<file path="src/rtl/msgbuf_pkg.sv">
package msgbuf_pkg;

   typedef enum logic {
      DIR_ENC = 1'b0,
      DIR_DEC = 1'b1
   } dir_e;

   // Limit a requested count to the supported window.
   function automatic int limit_count(input int req, input int lo, input int hi);
      if (req < lo)      return lo;
      else if (req > hi) return hi;
      else               return req;
   endfunction

endpackage

</file>
<file path="src/rtl/msgbuf_ctrl.sv">
module msgbuf_ctrl
   import msgbuf_pkg::*;
#(
   parameter int MIN_WORDS = 2,
   parameter int MAX_WORDS = 8,
   localparam int CNT_W = $clog2(MAX_WORDS + 1),
   localparam int IDX_W = (MAX_WORDS > 1) ? $clog2(MAX_WORDS) : 1
) (
   input  logic             clk,
   input  logic             rst_n,
   input  logic [CNT_W-1:0] cfg_words,
   input  logic             cfg_decrypt,
   input  logic             wr_valid,
   input  logic             core_take,
   output logic             wr_fire,
   output logic             wr_ready,
   output logic [IDX_W-1:0] wr_idx,
   output dir_e             wr_dir,
   output logic             blk_avail,
   output logic [CNT_W-1:0] lat_words,
   output dir_e             lat_dir
);

   logic [IDX_W-1:0] fill_q;
   logic             avail_q;
   logic [CNT_W-1:0] words_q;
   dir_e             dir_q;

   logic             first_word;
   logic [CNT_W-1:0] eff_words;
   logic [CNT_W-1:0] next_fill;
   logic             last_word;

   assign wr_ready   = !avail_q;
   assign wr_fire    = wr_valid && wr_ready;
   assign first_word = (fill_q == '0);

   // Configuration is taken live only on the first word of a block.
   always_comb begin
      if (first_word) begin
         eff_words = CNT_W'(limit_count(int'(cfg_words), MIN_WORDS, MAX_WORDS));
         wr_dir    = cfg_decrypt ? DIR_DEC : DIR_ENC;
      end else begin
         eff_words = words_q;
         wr_dir    = dir_q;
      end
   end

   assign next_fill = CNT_W'(fill_q) + CNT_W'(1);
   assign last_word = (next_fill == eff_words);
   assign wr_idx    = fill_q;

   always_ff @(posedge clk) begin
      if (!rst_n) begin
         fill_q  <= '0;
         avail_q <= 1'b0;
         words_q <= CNT_W'(MIN_WORDS);
         dir_q   <= DIR_ENC;
      end else begin
         if (wr_fire) begin
            if (first_word) begin
               words_q <= eff_words;
               dir_q   <= wr_dir;
            end
            if (last_word) begin
               fill_q  <= '0;
               avail_q <= 1'b1;
            end else begin
               fill_q  <= IDX_W'(next_fill);
            end
         end else if (avail_q && core_take) begin
            avail_q <= 1'b0;
            fill_q  <= '0;
         end
      end
   end

   assign blk_avail = avail_q;
   assign lat_words = words_q;
   assign lat_dir   = dir_q;

endmodule

</file>
<file path="src/rtl/msgbuf_slots.sv">
module msgbuf_slots
   import msgbuf_pkg::*;
#(
   parameter int WORD_W      = 32,
   parameter int MAX_WORDS   = 8,
   parameter bit RESET_SLOTS = 1'b1,
   localparam int IDX_W  = (MAX_WORDS > 1) ? $clog2(MAX_WORDS) : 1,
   localparam int FLAT_W = WORD_W * MAX_WORDS
) (
   input  logic              clk,
   input  logic              rst_n,
   input  logic              wr_fire,
   input  logic [IDX_W-1:0]  wr_idx,
   input  dir_e              wr_dir,
   input  logic [WORD_W-1:0] wr_data,
   output logic [FLAT_W-1:0] slots_flat
);

   logic [WORD_W-1:0] slot_q [MAX_WORDS];
   logic [WORD_W-1:0] slot_d [MAX_WORDS];

   for (genvar i = 0; i < MAX_WORDS; i++) begin : g_slot
      // Next value: decrypt shifts up from slot 0, encrypt writes the indexed slot.
      if (i == 0) begin : g_head
         always_comb begin
            slot_d[i] = slot_q[i];
            if (wr_fire) begin
               if (wr_dir == DIR_DEC)             slot_d[i] = wr_data;
               else if (wr_idx == IDX_W'(i))      slot_d[i] = wr_data;
            end
         end
      end else begin : g_body
         always_comb begin
            slot_d[i] = slot_q[i];
            if (wr_fire) begin
               if (wr_dir == DIR_DEC)             slot_d[i] = slot_q[i-1];
               else if (wr_idx == IDX_W'(i))      slot_d[i] = wr_data;
            end
         end
      end

      if (RESET_SLOTS) begin : g_rst
         always_ff @(posedge clk) begin
            if (!rst_n) slot_q[i] <= '0;
            else        slot_q[i] <= slot_d[i];
         end
      end else begin : g_norst
         always_ff @(posedge clk) begin
            slot_q[i] <= slot_d[i];
         end
      end

      assign slots_flat[i*WORD_W +: WORD_W] = slot_q[i];
   end

endmodule

</file>
<file path="src/rtl/msgbuf_reorder.sv">
module msgbuf_reorder
   import msgbuf_pkg::*;
#(
   parameter int WORD_W      = 32,
   parameter int MIN_WORDS   = 2,
   parameter int MAX_WORDS   = 8,
   parameter bit RESET_SLOTS = 1'b1,
   localparam int CNT_W  = $clog2(MAX_WORDS + 1),
   localparam int IDX_W  = (MAX_WORDS > 1) ? $clog2(MAX_WORDS) : 1,
   localparam int FLAT_W = WORD_W * MAX_WORDS
) (
   input  logic              clk,
   input  logic              rst_n,
   input  logic [CNT_W-1:0]  cfg_words,
   input  logic              cfg_decrypt,
   input  logic              wr_valid,
   input  logic [WORD_W-1:0] wr_data,
   output logic              wr_ready,
   input  logic              core_take,
   output logic              blk_avail,
   output logic [FLAT_W-1:0] blk_words,
   output logic [CNT_W-1:0]  blk_count,
   output logic              blk_decrypt
);

   if (WORD_W < 1) begin : g_bad_width
      $error("msgbuf_reorder: WORD_W must be positive");
   end
   if (MIN_WORDS < 1) begin : g_bad_min
      $error("msgbuf_reorder: MIN_WORDS must be at least 1");
   end
   if (MAX_WORDS < MIN_WORDS) begin : g_bad_max
      $error("msgbuf_reorder: MAX_WORDS must not be below MIN_WORDS");
   end

   logic             wr_fire;
   logic [IDX_W-1:0] wr_idx;
   dir_e             wr_dir;
   dir_e             lat_dir;

   msgbuf_ctrl #(
      .MIN_WORDS (MIN_WORDS),
      .MAX_WORDS (MAX_WORDS)
   ) u_ctrl (
      .clk         (clk),
      .rst_n       (rst_n),
      .cfg_words   (cfg_words),
      .cfg_decrypt (cfg_decrypt),
      .wr_valid    (wr_valid),
      .core_take   (core_take),
      .wr_fire     (wr_fire),
      .wr_ready    (wr_ready),
      .wr_idx      (wr_idx),
      .wr_dir      (wr_dir),
      .blk_avail   (blk_avail),
      .lat_words   (blk_count),
      .lat_dir     (lat_dir)
   );

   msgbuf_slots #(
      .WORD_W      (WORD_W),
      .MAX_WORDS   (MAX_WORDS),
      .RESET_SLOTS (RESET_SLOTS)
   ) u_slots (
      .clk        (clk),
      .rst_n      (rst_n),
      .wr_fire    (wr_fire),
      .wr_idx     (wr_idx),
      .wr_dir     (wr_dir),
      .wr_data    (wr_data),
      .slots_flat (blk_words)
   );

   assign blk_decrypt = (lat_dir == DIR_DEC);

endmodule

</file>
<file path="config.mk">
export PLATFORM = sky130hd
export DESIGN_NAME = msgbuf_reorder
export DESIGN_NICKNAME = d
export VERILOG_FILES = /design/src/rtl/msgbuf_pkg.sv /design/src/rtl/msgbuf_ctrl.sv /design/src/rtl/msgbuf_slots.sv /design/src/rtl/msgbuf_reorder.sv
export SDC_FILE = /design/constraint.sdc
export NUM_CORES = 1
export LEC_CHECK = 0
export ABC_CLOCK_PERIOD_IN_PS = 3400
export BUFFER_PORTS_ARGS = -buffer_cell sky130_fd_sc_hd__buf_4
export CORE_UTILIZATION = 45
export CTS_BUF_LIST = sky130_fd_sc_hd__clkbuf_4
export CTS_CLUSTER_SIZE = 14
export DETAILED_ROUTE_END_ITERATION = 6
export PLACE_DENSITY_LB_ADDON = 0.2
export SETUP_SLACK_MARGIN = 0.2
export SLEW_MARGIN = 20
export SYNTH_ARGS = -nofsm -noshare
export SYNTH_HDL_FRONTEND = slang
export SYNTH_SLANG_ARGS = --single-unit
</file>
<file path="constraint.sdc">
create_clock -name clk -period 3.4 [get_ports clk]
set_input_delay 0.68 -clock clk [delete_from_list [all_inputs] [get_ports clk]]
set_output_delay 0.68 -clock clk [all_outputs]
set_load 0.1 [all_outputs]
</file>
==> out/metrics.csv <==
metric,value,unit
path_max_fanout,64,
synth_top_cell_area_share,0.460,
avgSynthCellArea,8.88,um^2
root_buffer,clkbuf_4,
synth_common_cells,"272 x nand2_1, 265 x dfxtp_1, 259 x a21oi_1",
synth.most_common_cell,nand2_1,
switching_share,0.512,
critPathCaptureType,flop,
cts_max_level,3,
hp-start,wr_data[10],
rsz0062_at_grt,false,
drv_cap,0,
fp.dieW,162,um
pin_count,304,
post-route-min-period,2.89,ns
r2r_end,u_slots.slot_q[0][95]$_SDFFE_PN0P_,
cts_resized,0,
die_h,162,um
core-area,0.0252,mm^2
yosys.area.top_type,dfxtp_1,
clk_pin_slew,0.06,ns
clock-sinks,265,
grt_use_total,0.259,
cts_setup_buffers,0,
pwr_density_cell,888,mW/mm^2
finalPower,13.2,mW
critical_path_arrival,3.42,ns
status,finished clean,
avgRoutedWirePerCell,17.8,um
hpwl,24.1,mm
drive_gt1_frac,0.296,
synth_flop_cell,dfxtp_1,
p_leak,8.19,nW
clock_power_share,0.210,
routed-via-count,10909,
drt_wl_total,34.7,mm
worstSkewPairLatency,0.67,ns
period_share,0.851,
synth_nets,1346,
slew_viol_final,0,
syn-cell-area,0.0115,mm^2
ctsHoldBuffers,0,
whs_path_depth,3,
grt_max_degree,100,
relSlewSlack,0.314,
cp.required,3.92,ns
hold_class,in -> reg,
fmax,346,MHz
grt_pass1_vias,10598,
synth_area_leaders,"dfxtp_1 46%, o211a_1 17%, a21oi_1 11%",
avgViaCountPerCell,5.58,
gp_congestion,0.865,
grt_pass1_wl,54.5,mm
final-setup-viol-count,0,
intPower,6.43,mW
ff2ff_path_depth,7,
io_buffers,303,
synth-seq-area-share,0.460,
synth_seq_cells,265,
rows,58,
grt_overflow_total,0,
cts_tree,done,
drtIter0Drc,758,
synthCells,1299,
nNetsFinal,1625,
synth_warnings,0,
startpoint_type,flop,
hold_end,u_slots.slot_q[0][10]$_SDFFE_PN0P_,
postRouteAntennaNets,0,
p_switching,6.74,mW
final.setup.tns,0,ns
start_util,0.458,
ys_async_sr_fraction,0,
fp.dieArea,0.0263,mm^2
rrSetupSlack,0.51,ns
hold_viol,0,
synth-edff-count,0,
worst_slew_pin_slew,1.02,ns
crit_type,reg -> reg,
reg2reg_from,u_ctrl.wr_idx[0]$_SDFFE_PN0P_,
antenna_found_initial,1,
pwr-share-seq,0.306,
syn_to_final_growth,28.6,%
drc,0,
yosysUniqueCellTypes,39,
comb_power_share,0.484,
clockBufferDepth,3,
drtPass1Iterations,5,
skew,0.0427,ns
numCtsBuffers,72,
peakVddDrop,0.420,mV
==> power groups by stage <==
stage	registers [mW]	clock network, mW	logic (mW)
floorplan	7.44	0	1.65
global placement	4.08	0	6.34
detailed placement	4.09	0	6.38
CTS	4.03	2.85	6.39
global route	4.09	3.01	6.68
finish	4.03	2.77	6.37
==> metrics by stage <==
step	hold WS [ns]	instances	worst slack [ns]	util	area, um^2
6_report	0.279	1954	0.506	0.589	14800
5_1_grt	0.244	1954	0.308	0.589	14800
4_1_cts	0.217	1953	0.538	0.589	14800
3_5_place_dp	0.481	1834	0.539	0.554	14000
3_3_place_gp	0.472	1834	0.620	0.554	14000
2_1_floorplan	0.483	1299	0.943	-	11500
==> cell type report <==
type                    count  area [um^2]
clock buffers             106          796
flip-flops and latches    265         5310
diodes                      1         2.50
multi-input cells         877         5540
inverters                  38          143
clock inverters            13         76.3
repair buffers            324         2560
fillers                  2393        10300
well taps                 330          413
==> sequential cells by signal (all words and copies together) (netlist names) <==
signal	flops
u_ctrl.lat_dir	1
u_slots.slot_q	256
u_ctrl.wr_idx	3
u_ctrl.lat_words	4
u_ctrl.blk_avail	1
==> routing by layer <==
layer / routed length [um] / GRT usage
met5: 0 / 0
met4: 934 / 0.101
met3: 2730 / 0.0840
met2: 17700 / 0.464
met1: 13400 / 0.282
==> cell usage in the layout, fill, tap and decap left out, types with 2 or more instances in the layout <==
cell type  synthesis  layout
a211oi_1           4       4
a211oi_2          30      30
a21boi_0          36      36
a21oi_1          259     259
a21oi_4            0       4
buf_12             0      10
buf_4              2     313
clkbuf_4           0     106
clkinv_1           0       9
dfxtp_1          265     264
ha_1               6       6
inv_1             38      38
inv_2              0       2
nand2_1          272     272
nor2_1             4       2
nor2b_1            5       5
o211a_1          192     192
o21a_2             0       2
o21ai_0           39      39
o31ai_1            2       2
xor2_1             3       3
==> worst max path at each step <==
stage	endpoint	startpoint	slack, ns	cells past startpoint
after floorplan	u_ctrl.wr_idx[1]$_SDFFE_PN0P_	u_ctrl.wr_idx[0]$_SDFFE_PN0P_	0.94	8
after global placement	u_slots.slot_q[0][69]$_SDFFE_PN0P_	u_ctrl.wr_idx[0]$_SDFFE_PN0P_	0.62	7
after detailed placement	u_slots.slot_q[0][94]$_SDFFE_PN0P_	u_ctrl.wr_idx[0]$_SDFFE_PN0P_	0.54	7
after CTS	u_slots.slot_q[0][95]$_SDFFE_PN0P_	u_ctrl.wr_idx[0]$_SDFFE_PN0P_	0.54	7
after global routing	u_slots.slot_q[0][63]$_SDFFE_PN0P_	u_ctrl.wr_idx[0]$_SDFFE_PN0P_	0.31	7
final	u_slots.slot_q[0][95]$_SDFFE_PN0P_	u_ctrl.wr_idx[0]$_SDFFE_PN0P_	0.51	7
==> critical path: stages, from the launching register on <==
cell and delay (ns):
dfxtp_1 0.53, inv_1 0.14, ha_1 0.28, and3b_2 0.40, a21oi_1 0.70, a21oi_4 0.08
buf_4 0.35, o211a_1 0.28
==> cell families (layout without fill, tap and decap cells) <==
kind of cell,Yosys count,in the layout,share of synthesized area
AOI/OAI and AO/OA,575,575,0.365
and+or+nand+nor,291,291,0.0991
DFF,265,265,0.460
buffers and inverters,157,481,0.0652
adders and majority gates,6,6,0.00651
xor gates and xnor gates,4,4,0.00304
muxes,1,1,0.000868
other,0,1,0
Note: power is estimated with default switching activity, not from simulation.
